<file path="config.mk">
export PLATFORM = sky130hd
export DESIGN_NAME = sw_flow_ctrl
export DESIGN_NICKNAME = d
export VERILOG_FILES = /design/src/rtl/sfc_pkg.sv /design/src/rtl/sfc_matcher.sv /design/src/rtl/sfc_injector.sv /design/src/rtl/sw_flow_ctrl.sv
export SDC_FILE = /design/constraint.sdc
export NUM_CORES = 1
export LEC_CHECK = 0
export BUFFER_PORTS_ARGS = -buffer_cell sky130_fd_sc_hd__buf_4
export CORE_MARGIN = 2
export CORE_UTILIZATION = 50
export CTS_CLUSTER_SIZE = 12
export DETAILED_ROUTE_END_ITERATION = 6
export PLACE_DENSITY = 0.76
export SYNTH_ARGS = -nofsm -noshare
export SYNTH_HDL_FRONTEND = slang
export SYNTH_SLANG_ARGS = --single-unit
</file>
<file path="constraint.sdc">
create_clock -name clk_i -period 1.99 [get_ports clk_i]
set_input_delay 0.0995 -clock clk_i [delete_from_list [all_inputs] [get_ports clk_i]]
set_output_delay 0.0995 -clock clk_i [all_outputs]
set_load 0.005 [all_outputs]
</file>
<file path="src/rtl/sfc_pkg.sv">
package sfc_pkg;
  typedef enum logic {FC_XON = 1'b0, FC_XOFF = 1'b1} fc_kind_e;
  localparam int unsigned NUM_CHR  = 4;
  localparam int unsigned SEL_XON1  = 0;
  localparam int unsigned SEL_XON2  = 1;
  localparam int unsigned SEL_XOFF1 = 2;
  localparam int unsigned SEL_XOFF2 = 3;
  localparam int unsigned LVL_SH   = 2;  // threshold unit = 4 entries
endpackage

</file>
<file path="src/rtl/sfc_matcher.sv">
module sfc_matcher
  import sfc_pkg::*;
#(
  parameter int unsigned DW = 8
) (
  input  logic          clk_i,
  input  logic          rst_ni,
  input  logic          en_i,
  input  logic          dbl_i,
  input  logic [DW-1:0] xon1_i,
  input  logic [DW-1:0] xon2_i,
  input  logic [DW-1:0] xoff1_i,
  input  logic [DW-1:0] xoff2_i,
  input  logic          rx_valid_i,
  input  logic [DW-1:0] rx_data_i,
  output logic          hit_xon_o,
  output logic          hit_xoff_o,
  output logic          fifo_we_o,
  output logic [DW-1:0] fifo_wdata_o
);
  logic          held_q, spill_q;
  fc_kind_e      held_kind_q, new_kind;
  logic [DW-1:0] held_data_q, spill_data_q;
  logic          first_off, first_on, second_ok;
  logic          we_d, hold_set, hold_clr, spill_set;
  logic [DW-1:0] wd_d;

  assign first_off = (rx_data_i == xoff1_i);
  assign first_on  = (rx_data_i == xon1_i);
  assign new_kind  = first_off ? FC_XOFF : FC_XON;
  assign second_ok = (rx_data_i == ((held_kind_q == FC_XOFF) ? xoff2_i : xon2_i));

  always_comb begin
    hit_xon_o  = 1'b0;
    hit_xoff_o = 1'b0;
    we_d       = spill_q;
    wd_d       = spill_q ? spill_data_q : rx_data_i;
    hold_set   = 1'b0;
    hold_clr   = 1'b0;
    spill_set  = 1'b0;
    if (rx_valid_i) begin
      wd_d = rx_data_i;
      if (!en_i) begin
        we_d = 1'b1;
      end else if (!dbl_i) begin
        if (first_off)     hit_xoff_o = 1'b1;
        else if (first_on) hit_xon_o  = 1'b1;
        else               we_d       = 1'b1;
      end else if (!held_q) begin
        if (first_off || first_on) hold_set = 1'b1;
        else                       we_d     = 1'b1;
      end else if (second_ok) begin
        hold_clr = 1'b1;
        if (held_kind_q == FC_XOFF) hit_xoff_o = 1'b1;
        else                        hit_xon_o  = 1'b1;
      end else begin
        // broken pair: release held char, reconsider the new one
        we_d     = 1'b1;
        wd_d     = held_data_q;
        hold_clr = 1'b1;
        if (first_off || first_on) hold_set  = 1'b1;
        else                       spill_set = 1'b1;
      end
    end
  end

  always_ff @(posedge clk_i or negedge rst_ni) begin
    if (!rst_ni) begin
      fifo_we_o    <= 1'b0;
      fifo_wdata_o <= '0;
      held_q       <= 1'b0;
      held_kind_q  <= FC_XON;
      held_data_q  <= '0;
      spill_q      <= 1'b0;
      spill_data_q <= '0;
    end else begin
      fifo_we_o <= we_d;
      if (we_d) fifo_wdata_o <= wd_d;
      spill_q <= spill_set;
      if (spill_set) spill_data_q <= rx_data_i;
      if (!en_i || !dbl_i) begin
        held_q <= 1'b0;
      end else if (hold_set) begin
        held_q      <= 1'b1;
        held_kind_q <= new_kind;
        held_data_q <= rx_data_i;
      end else if (hold_clr) begin
        held_q <= 1'b0;
      end
    end
  end

  a_r8_rx_spacing: assert property (@(posedge clk_i) disable iff (!rst_ni)
    spill_q |-> !rx_valid_i);
  a_r7_no_write_on_hit: assert property (@(posedge clk_i) disable iff (!rst_ni)
    (hit_xon_o || hit_xoff_o) |=> !fifo_we_o);
endmodule

</file>
<file path="src/rtl/sfc_injector.sv">
module sfc_injector
  import sfc_pkg::*;
#(
  parameter int unsigned DW     = 8,
  parameter int unsigned LVL_W  = 4,
  parameter int unsigned FILL_W = 7
) (
  input  logic              clk_i,
  input  logic              rst_ni,
  input  logic              en_i,
  input  logic              dbl_i,
  input  logic [LVL_W-1:0]  halt_lvl_i,
  input  logic [LVL_W-1:0]  resume_lvl_i,
  input  logic [FILL_W-1:0] fifo_level_i,
  input  logic [DW-1:0]     xon1_i,
  input  logic [DW-1:0]     xon2_i,
  input  logic [DW-1:0]     xoff1_i,
  input  logic [DW-1:0]     xoff2_i,
  input  logic              tx_ready_i,
  output logic              inj_valid_o,
  output logic [DW-1:0]     inj_data_o
);
  logic              pend_q, idx_q, thr_q, take, halt_on;
  fc_kind_e          kind_q;
  logic [FILL_W-1:0] halt_thr, res_thr;

  assign halt_thr = FILL_W'({halt_lvl_i, {LVL_SH{1'b0}}});
  assign res_thr  = FILL_W'({resume_lvl_i, {LVL_SH{1'b0}}});
  assign halt_on  = (halt_lvl_i != '0);
  assign take     = pend_q && tx_ready_i;

  always_ff @(posedge clk_i or negedge rst_ni) begin
    if (!rst_ni) begin
      pend_q <= 1'b0;
      idx_q  <= 1'b0;
      thr_q  <= 1'b0;
      kind_q <= FC_XON;
    end else if (!en_i) begin
      pend_q <= 1'b0;
      idx_q  <= 1'b0;
      thr_q  <= 1'b0;
    end else if (pend_q) begin
      if (take) begin
        if (dbl_i && !idx_q) begin
          idx_q <= 1'b1;
        end else begin
          pend_q <= 1'b0;
          idx_q  <= 1'b0;
        end
      end
    end else if (!thr_q && halt_on && fifo_level_i >= halt_thr) begin
      pend_q <= 1'b1;
      kind_q <= FC_XOFF;
      thr_q  <= 1'b1;
    end else if (thr_q && fifo_level_i <= res_thr) begin
      pend_q <= 1'b1;
      kind_q <= FC_XON;
      thr_q  <= 1'b0;
    end
  end

  assign inj_valid_o = pend_q;
  always_comb begin
    unique case ({kind_q == FC_XOFF, idx_q})
      2'b00:   inj_data_o = xon1_i;
      2'b01:   inj_data_o = xon2_i;
      2'b10:   inj_data_o = xoff1_i;
      default: inj_data_o = xoff2_i;
    endcase
  end

  a_r9_halt_cause: assert property (@(posedge clk_i) disable iff (!rst_ni)
    $rose(thr_q) |-> $past(halt_lvl_i != '0 && fifo_level_i >= halt_thr));
  a_r9_single_len: assert property (@(posedge clk_i) disable iff (!rst_ni)
    (take && en_i && !dbl_i) |=> !pend_q);
  a_r10_hold: assert property (@(posedge clk_i) disable iff (!rst_ni)
    (pend_q && !tx_ready_i && en_i) |=> pend_q);
endmodule

</file>
<file path="src/rtl/sw_flow_ctrl.sv">
module sw_flow_ctrl
  import sfc_pkg::*;
#(
  parameter int unsigned DW     = 8,
  parameter int unsigned LVL_W  = 4,
  parameter int unsigned FILL_W = 7,
  localparam int unsigned SEL_W = $clog2(NUM_CHR)
) (
  input  logic              clk_i,
  input  logic              rst_ni,
  input  logic              en_i,
  input  logic              dbl_i,
  input  logic              irq_en_i,
  input  logic [LVL_W-1:0]  halt_lvl_i,
  input  logic [LVL_W-1:0]  resume_lvl_i,
  input  logic              reg_we_i,
  input  logic [SEL_W-1:0]  reg_sel_i,
  input  logic [DW-1:0]     reg_wdata_i,
  input  logic              rx_valid_i,
  input  logic [DW-1:0]     rx_data_i,
  output logic              fifo_we_o,
  output logic [DW-1:0]     fifo_wdata_o,
  input  logic [FILL_W-1:0] fifo_level_i,
  input  logic              host_valid_i,
  input  logic [DW-1:0]     host_data_i,
  output logic              host_ready_o,
  output logic              tx_valid_o,
  output logic [DW-1:0]     tx_data_o,
  input  logic              tx_ready_i,
  output logic              xoff_flag_o,
  output logic              irq_o
);
  logic [DW-1:0] chr_q [NUM_CHR];
  logic          hit_xon, hit_xoff, susp_q, flag_q, inj_valid;
  logic [DW-1:0] inj_data;

  always_ff @(posedge clk_i or negedge rst_ni) begin
    if (!rst_ni) begin
      for (int i = 0; i < NUM_CHR; i++) chr_q[i] <= '0;
    end else if (reg_we_i) begin
      for (int i = 0; i < NUM_CHR; i++)
        if (reg_sel_i == SEL_W'(i)) chr_q[i] <= reg_wdata_i;
    end
  end

  sfc_matcher #(.DW(DW)) u_match (
    .clk_i, .rst_ni, .en_i, .dbl_i,
    .xon1_i (chr_q[SEL_XON1]), .xon2_i (chr_q[SEL_XON2]),
    .xoff1_i(chr_q[SEL_XOFF1]), .xoff2_i(chr_q[SEL_XOFF2]),
    .rx_valid_i, .rx_data_i,
    .hit_xon_o(hit_xon), .hit_xoff_o(hit_xoff),
    .fifo_we_o, .fifo_wdata_o
  );

  sfc_injector #(.DW(DW), .LVL_W(LVL_W), .FILL_W(FILL_W)) u_inj (
    .clk_i, .rst_ni, .en_i, .dbl_i, .halt_lvl_i, .resume_lvl_i, .fifo_level_i,
    .xon1_i (chr_q[SEL_XON1]), .xon2_i (chr_q[SEL_XON2]),
    .xoff1_i(chr_q[SEL_XOFF1]), .xoff2_i(chr_q[SEL_XOFF2]),
    .tx_ready_i,
    .inj_valid_o(inj_valid), .inj_data_o(inj_data)
  );

  always_ff @(posedge clk_i or negedge rst_ni) begin
    if (!rst_ni) begin
      susp_q <= 1'b0;
      flag_q <= 1'b0;
    end else if (!en_i) begin
      susp_q <= 1'b0;
      flag_q <= 1'b0;
    end else if (hit_xoff) begin
      susp_q <= 1'b1;
      if (irq_en_i) flag_q <= 1'b1;
    end else if (hit_xon) begin
      susp_q <= 1'b0;
      flag_q <= 1'b0;
    end
  end

  // injected chars pre-empt host data and bypass suspension
  assign tx_valid_o   = inj_valid || (host_valid_i && !susp_q);
  assign tx_data_o    = inj_valid ? inj_data : host_data_i;
  assign host_ready_o = tx_ready_i && !inj_valid && !susp_q;
  assign xoff_flag_o  = flag_q;
  assign irq_o        = flag_q && irq_en_i;

  a_r4_suspend_cause: assert property (@(posedge clk_i) disable iff (!rst_ni)
    $rose(susp_q) |-> $past(hit_xoff));
  a_r5_resume_cause: assert property (@(posedge clk_i) disable iff (!rst_ni)
    $fell(susp_q) |-> $past(hit_xon || !en_i));
  a_r6_flag_cause: assert property (@(posedge clk_i) disable iff (!rst_ni)
    $rose(xoff_flag_o) |-> $past(hit_xoff && irq_en_i));
  a_r10_inj_first: assert property (@(posedge clk_i) disable iff (!rst_ni)
    inj_valid |-> (tx_valid_o && !host_ready_o));
endmodule

</file>
==> results.json, run 1 <==
{
  "outcome": "finished, violations left",
  "violations": "setup timing",
  "syn_nets": 347,
  "htree_levels": 3,
  "post-route-period-util_pct": 112.8,
  "row_count": 31,
  "crit_chain": "buf_4 > mux2i_2 > xnor2_1 > nor4_2 > buf_4 > nand2_4 > nor4b_4 > buf_4 > mux2_2",
  "setup_viol": 27,
  "hold_path_class": "input pin to register",
  "ys_top_cells_by_area": "dfrtp_1 (45%), mux2_2 (19%), xnor2_1 (5.7%)",
  "reg2reg_to": "u_match.spill_data_q[1]$_DFFE_PN0P_",
  "slew_headroom_pct": 44.21,
  "final_cell_mix": "buf_4 (106), dfrtp_1 (65), mux2_2 (64)",
  "pin_count": 71,
  "clk_latency_ns": 0.34,
  "cap_violations": 0,
  "path_max_fanout": 5,
  "place_congestion": 0.8482,
  "antenna_cells": 0,
  "clk_pin_slew_worst_paths_ns": 0.07,
  "drtIter0Drc": 169,
  "yosysWarningCount": 0,
  "antenna_left": 0,
  "syn-cell-area_um2": 3709,
  "min_period_ns": 2.245,
  "area_delta_synth_final_pct": 32.25,
  "overflow": 0,
  "r2r_start": "u_match.held_kind_q$_DFFE_PN0P_",
  "nFillCells": 545,
  "multi_input_area_um2": 2001,
  "crit_top_cell": "buf_4",
  "die_w_um": 90.12,
  "fin_tns_setup_ns": -4.858,
  "coreArea_um2": 7214,
  "seqCellArea_um2": 1653,
  "fin_ws_ns": -0.2552,
  "timing.final.hold_violations": 0,
  "synthFlopType": "dfrtp_1",
  "slew_viol_final": 0,
  "ys_seq_area_share_pct": 44.53,
  "rrSetupSlack_ns": -0.26,
  "tightestPinTransition_ns": 0.8369,
  "layout-drive-gt1-share_pct": 55.86,
  "cp.arrival_ns": 2.48,
  "place_ws_ns": -0.4469,
  "hold-path-cell-count": 2,
  "grt_pass1_wl_mm": 14.92,
  "cts_tree": "yes",
  "dieArea_um2": 8122,
  "cts_buffers": 9,
  "dr.pass1.iters": 4,
  "grt.total_usage_pct": 23.50,
  "synth_top_area_cell": "dfrtp_1",
  "worstSetupEndpointType": "register",
  "dp_hpwl_mm": 6.383,
  "slowest_delay_ns": 0.48,
  "ys_ff_latch": 66,
  "nets": 454,
  "rr_worst_depth": 9,
  "rsz0062_at_grt": "yes",
  "synth_cell_type_count": 48,
  "max-clock-path-buffers": 2,
  "viasPerCell": 5.638,
  "worstSetupPathType": "register to register",
  "synthArstFlopShare_pct": 100.0,
  "synth_top_cell_area_share_pct": 44.53,
  "required_ns": 2.22,
  "drc": 0,
  "final_common_cell": "buf_4",
  "start_util_pct": 51.40,
  "grt_start_max_net_pins": 67,
  "critPathLaunchType": "register",
  "cts_sinks": 66,
  "grt_pass1_vias": 2928,
  "antenna_found_initial": 0,
  "cts-root-buf": "clkbuf_8",
  "port_buffers": 70,
  "fin_skew_ns": 0.009031,
  "clock.fmax_ghz": 0.4454,
  "avgSynthCellArea_um2": 12.83,
  "hold_path_end": "chr_q[26]$_DFFE_PN0P_",
  "routed_wl_mm": 9.152,
  "routedWlPerCell_um": 18.30,
  "hp-start": "reg_wdata_i[2]",
  "ir_drop_mv": 0.5512,
  "p_leak_uw": 0.002209,
  "fp.dieH_um": 90.12,
  "netlist_instances": 289,
  "synth_edf_count": 0,
  "crit_slowest_cell": "dfrtp_2",
  "num_vias": 2819,
  "power.density_nw_per_um2": 832.7
}
power by group:
part | total (uW) | internal (uW) | switching (uW)
registers | 1700 | 1520 | 186
logic | 1130 | 712 | 417
clock network | 1250 | 736 | 515
flip-flops by register name, indices dropped and copies added, names as in the netlist:
| register | count |
|---|---|
| u_inj.idx_q | 1 |
| xoff_flag_o | 1 |
| u_match.spill_data_q | 8 |
| susp_q | 1 |
| u_match.fifo_we_o | 1 |
| u_inj.inj_valid_o | 1 |
| u_match.spill_q | 1 |
| u_match.fifo_wdata_o | 8 |
| chr_q | 32 |
| u_match.held_data_q | 8 |
| u_inj.thr_q | 1 |
| u_match.held_kind_q | 1 |
| u_inj.kind_q | 1 |
| u_match.held_q | 1 |
cells in the mapped netlist (2+ instances only):
master     n
mux4_2     8
ha_1       8
a21boi_0   2
nor4_2     2
nand4_1    5
o221a_1    8
o21ai_0    4
nand4b_1   3
nand2_1    7
nor3b_1    2
nand3_1    5
buf_2      2
clkbuf_2   6
clkbuf_1   6
mux2i_1    9
xnor2_1   24
and2_1     2
o21a_1     3
inv_1     10
or2_2      2
or3b_2     9
nand3b_1   3
nor2_1     5
mux2_2    64
dfrtp_1   66
nor2b_1    2
what timing repair did:
item	4_1_cts	5_1_grt
endpoints found under the hold margin	66	0
gates cloned	1	0
setup buffers	6	0
pin swaps	5	2
setup endpoints to repair	30	30
hold buffers	1	0
gates resized for setup	13	7
cell families after synthesis:
family,count (synthesis),synth area share [%]
compound gates,29,6.680
xor+xnor,24,5.668
fa+ha+maj,8,2.699
buf+inv,26,3.205
flops,66,44.53
mux,81,26.72
simple gates,55,10.49
critical path, delay by kind of cell (launching register included):
family | cells | cell delay [ns]
xor+xnor | 1 | 0.20
buf+inv | 3 | 0.55
flops | 1 | 0.48
mux | 2 | 0.47
simple gates | 3 | 0.43
stage by stage:
step | hold WS (ns) | total power (uW) | instances | utilization, % | area, um2
after floorplan | -0.1961 | 2284 | 289 | - | 3714
after detailed placement | 0.2569 | 2769 | 476 | 63.04 | 4548
after global routing | 0.003817 | 4273 | 500 | 67.98 | 4905
after CTS | 0.007654 | 4065 | 500 | 67.45 | 4866
after global placement | 0.2509 | 2736 | 476 | 63.04 | 4548
final | 0.01731 | 4084 | 500 | 67.98 | 4905
routing by layer:
metal	up-vias	GRT usage, %	share of wire (%)
met1	1425	29.82	43
met3	18	5.700	5.2
met5	-	0	0
li1	1288	-	-
met4	0	9.359	2.3
met2	88	38.85	50
final cells by class:
type                    count  area share, %
well taps                  99          2.526
clock buffers              11          2.883
repair buffers            112          17.76
clock inverters             5          1.582
inverters                  10         0.7653
multi-input cells         197          40.79
flip-flops and latches     66          33.70
how the worst max path moves through the flow:
stage / startpoint / to / slack (ns) / cells past startpoint
finish: u_match.held_kind_q$_DFFE_PN0P_ / u_match.spill_data_q[1]$_DFFE_PN0P_ / -0.26 / 9
global route: u_match.held_kind_q$_DFFE_PN0P_ / u_match.held_data_q[6]$_DFFE_PN0P_ / -0.33 / 7
CTS: u_match.held_kind_q$_DFFE_PN0P_ / u_match.spill_data_q[4]$_DFFE_PN0P_ / -0.18 / 9
detailed placement: u_match.held_kind_q$_DFFE_PN0P_ / u_match.spill_data_q[6]$_DFFE_PN0P_ / -0.45 / 8
global placement: u_match.held_kind_q$_DFFE_PN0P_ / u_match.spill_data_q[6]$_DFFE_PN0P_ / -0.25 / 8
floorplan: u_match.held_kind_q$_DFFE_PN0P_ / u_match.held_data_q[0]$_DFFE_PN0P_ / -0.02 / 7
(Power assumes the default switching activity.)
==> run 2, diff against run 1 <==
Settings changed: ABC_AREA from default to 1, CORE_UTILIZATION 50 to 29, CTS_CLUSTER_SIZE 12 to default, PLACE_DENSITY 0.76 to default.
==> run 2 against run 1 <==
Effect of this change:
- the run now ends clean
- highest routed layer unchanged
- clock skew increased by 0.0013 ns
- critical path type is now register to primary output
- sequential cell count stayed put
- combinational power is 7% lower
- largest cell class unchanged
- wire length grew 16%
- via count is 33% higher
- clock power increased by 48%
==> results.json, run 2 <==
{
  "power.density_nw_per_um2": 895.3,
  "num_vias": 3736,
  "synth_cell_type_count": 32,
  "max-clock-path-buffers": 2,
  "synthArstFlopShare_pct": 100.0,
  "cp.arrival_ns": 1.80,
  "avgSynthCellArea_um2": 7.245,
  "synthAdderAreaFrac_pct": 2.545,
  "rrSetupSlack_ns": 0.22,
  "synth_most_common_cell": "nand2_1",
  "port_buffers": 70,
  "nets": 679,
  "grt_start_max_net_pins": 67,
  "hold-path-cell-count": 3,
  "routed_wl_mm": 10.66,
  "start_util_pct": 29.71,
  "syn_nets": 601,
  "grt.total_usage_pct": 15.48,
  "synth_top_family_by_area": "simple AND/OR/NAND/NOR gates",
  "drc": 0,
  "r2r_start": "u_match.held_kind_q$_DFFE_PN0P_",
  "crit_chain": "inv_1 > nor2_1 > buf_4 > a22o_1 > a221oi_2 > o21ai_0 > buf_4",
  "layout-drive-gt1-share_pct": 19.65,
  "tightestPinTransition_ns": 0.8464,
  "fin_skew_ns": 0.01037,
  "synth_top_cell_area_share_pct": 41.98,
  "dp_hpwl_mm": 8.050,
  "drtIter0Drc": 258,
  "pin_count": 71,
  "power_uw": 4578,
  "p_leak_uw": 0.002661,
  "cp-startpoint": "u_inj.idx_q$_DFFE_PN0P_",
  "dieArea_um2": 14510,
  "cap_violations": 0,
  "yosys-mux-area-fraction_pct": 0,
  "clk_latency_ns": 0.33,
  "cts_buffers": 9,
  "largest_reg_flops": 32,
  "synth_xor_area_share_pct": 2.226,
  "timing.final.hold_violations": 0,
  "post-route-period-util_pct": 95.23,
  "antenna_found_initial": 0,
  "clock.fmax_ghz": 0.5277,
  "synthFlopType": "dfrtp_1",
  "netlist_instances": 543,
  "syn-cell-area_um2": 3934,
  "critPathLaunchType": "register",
  "yosys-top-cells-count": "nand2_1 (188), inv_1 (68), o21ai_0 (68), dfrtp_1 (66), nand3_1 (44)",
  "ys_top_cells_by_area": "dfrtp_1 (42%), nand2_1 (18%), o21ai_0 (8.7%)",
  "htree_levels": 3,
  "routedWlPerCell_um": 13.29,
  "synth_edf_count": 0,
  "ys_seq_area_share_pct": 41.98,
  "clk_pin_slew_worst_paths_ns": 0.05,
  "hold_path_class": "input pin to register",
  "critical_path.top_delay_family": "compound AO/OA/AOI/OAI gates",
  "reg2reg_to": "u_match.fifo_wdata_o[7]$_DFFE_PN0P_",
  "area_delta_synth_final_pct": 29.99,
  "cts-root-buf": "clkbuf_16",
  "viasPerCell": 4.658,
  "hold_path_end": "u_match.spill_data_q[7]$_DFFE_PN0P_",
  "ir_drop_mv": 0.4235,
  "grt_pass1_vias": 3599,
  "setup_viol": 0,
  "antenna_left": 0,
  "crit_slowest_cell": "dfrtp_1",
  "final_cell_mix": "nand2_1 (184), buf_4 (79), inv_1 (68)",
  "synth_compound_area_share_pct": 14.22,
  "cts_sinks": 66,
  "row_count": 42,
  "overflow": 0,
  "dr.pass1.iters": 4,
  "ys_ff_latch": 66,
  "grt_pass1_wl_mm": 18.06,
  "slowest_delay_ns": 0.42,
  "fin_cells": 802,
  "die_w_um": 120.5,
  "outcome": "completed",
  "worstSetupEndpointType": "primary output",
  "yosysWarningCount": 0,
  "worstSetupPathType": "register to primary output",
  "crit_top_cell": "buf_4",
  "rr_worst_depth": 15,
  "top_register": "chr_q",
  "synth_top_area_cell": "dfrtp_1",
  "synth-simple-area-share_pct": 29.90,
  "coreArea_um2": 13240,
  "cts_tree": "yes",
  "place_congestion": 0.8669,
  "worst-path-buf-inv": 3,
  "fp.dieH_um": 120.5,
  "dp.cells": 783,
  "antenna_cells": 0,
  "hp-start": "rx_data_i[7]",
  "required_ns": 1.89,
  "path_max_fanout": 8,
  "final_common_cell": "nand2_1",
  "slew_headroom_pct": 43.57,
  "min_period_ns": 1.895,
  "slew_viol_final": 0
}
-- run 2: kinds of logic after synthesis --
| logic type | after synthesis |
|---|---|
| compound gates | 99 |
| xor+xnor | 10 |
| fa+ha+maj | 8 |
| simple gates | 273 |
| buf+inv | 87 |
| flops | 66 |
-- run 2: power breakdown --
part	internal [uW]	switching (uW)	leakage [uW]	total [uW]
Sequential	1510	174	0.000811	1680
Combinational	474	577	0.00167	1050
Clock	1290	559	0.000176	1850
Total	3270	1310	0.00266	4580
-- run 2: final cells by class --
| type | instances | area, um2 |
|---|---|---|
| fillers | 1384 | 8129 |
| multi-input cells | 390 | 1991 |
| clock buffers | 11 | 252.7 |
| flip-flops and latches | 66 | 1652 |
| repair buffers | 82 | 625.6 |
| inverters | 72 | 272.8 |
| well taps | 176 | 220.2 |
| clock inverters | 5 | 100.1 |
-- run 2: worst max-delay path by stage --
stage,to,cells past startpoint
after floorplan,u_match.spill_data_q[0]$_DFFE_PN0P_,13
after global placement,u_match.fifo_wdata_o[7]$_DFFE_PN0P_,14
after detailed placement,u_match.fifo_wdata_o[7]$_DFFE_PN0P_,14
after CTS,tx_data_o[0],7
after global routing,tx_data_o[0],7
final,tx_data_o[0],7
-- run 2: layer usage --
metal | vias to the layer above | share of wire, % | wire (um) | GRT usage, %
met3 | 9 | 4.6 | 486 | 2.925
met2 | 79 | 48 | 5084 | 25.25
met5 | - | 0 | 0 | 0
met4 | 0 | 1.3 | 135 | 3.997
li1 | 1905 | - | - | -
met1 | 1743 | 46 | 4953 | 21.14
-- run 2: stage by stage --
step | setup TNS (ns) | worst slack [ns] | instance area (um2) | hold WS [ns] | util, %
finish | 0 | 0.09501 | 5114 | 0.05527 | 38.61
global route | -0.03709 | -0.02787 | 5114 | 0.05367 | 38.61
CTS | 0 | 0.02233 | 5021 | 0.05137 | 37.92
detailed placement | 0 | 0.1750 | 4658 | 0.2657 | 35.18
global placement | 0 | 0.2095 | 4658 | 0.2589 | 35.18
floorplan | 0 | 0.3885 | 3934 | -0.1961 | -
-- run 2: worst min-delay path: cells and delay by family --
kind,cells,cell delay (ns)
AO/OA/AOI/OAI,1,0.04
buffers and inverters,1,0.14
AND/OR/NAND/NOR,1,0.06
-- run 2: timing repair --
| action | CTS | global route |
|---|---|---|
| hold buffers | 1 | 0 |
| resized for setup | 0 | 17 |
| endpoints found under the hold margin | 66 | 0 |
| setup endpoints to repair | 0 | 15 |
| buffers inserted | 0 | 2 |
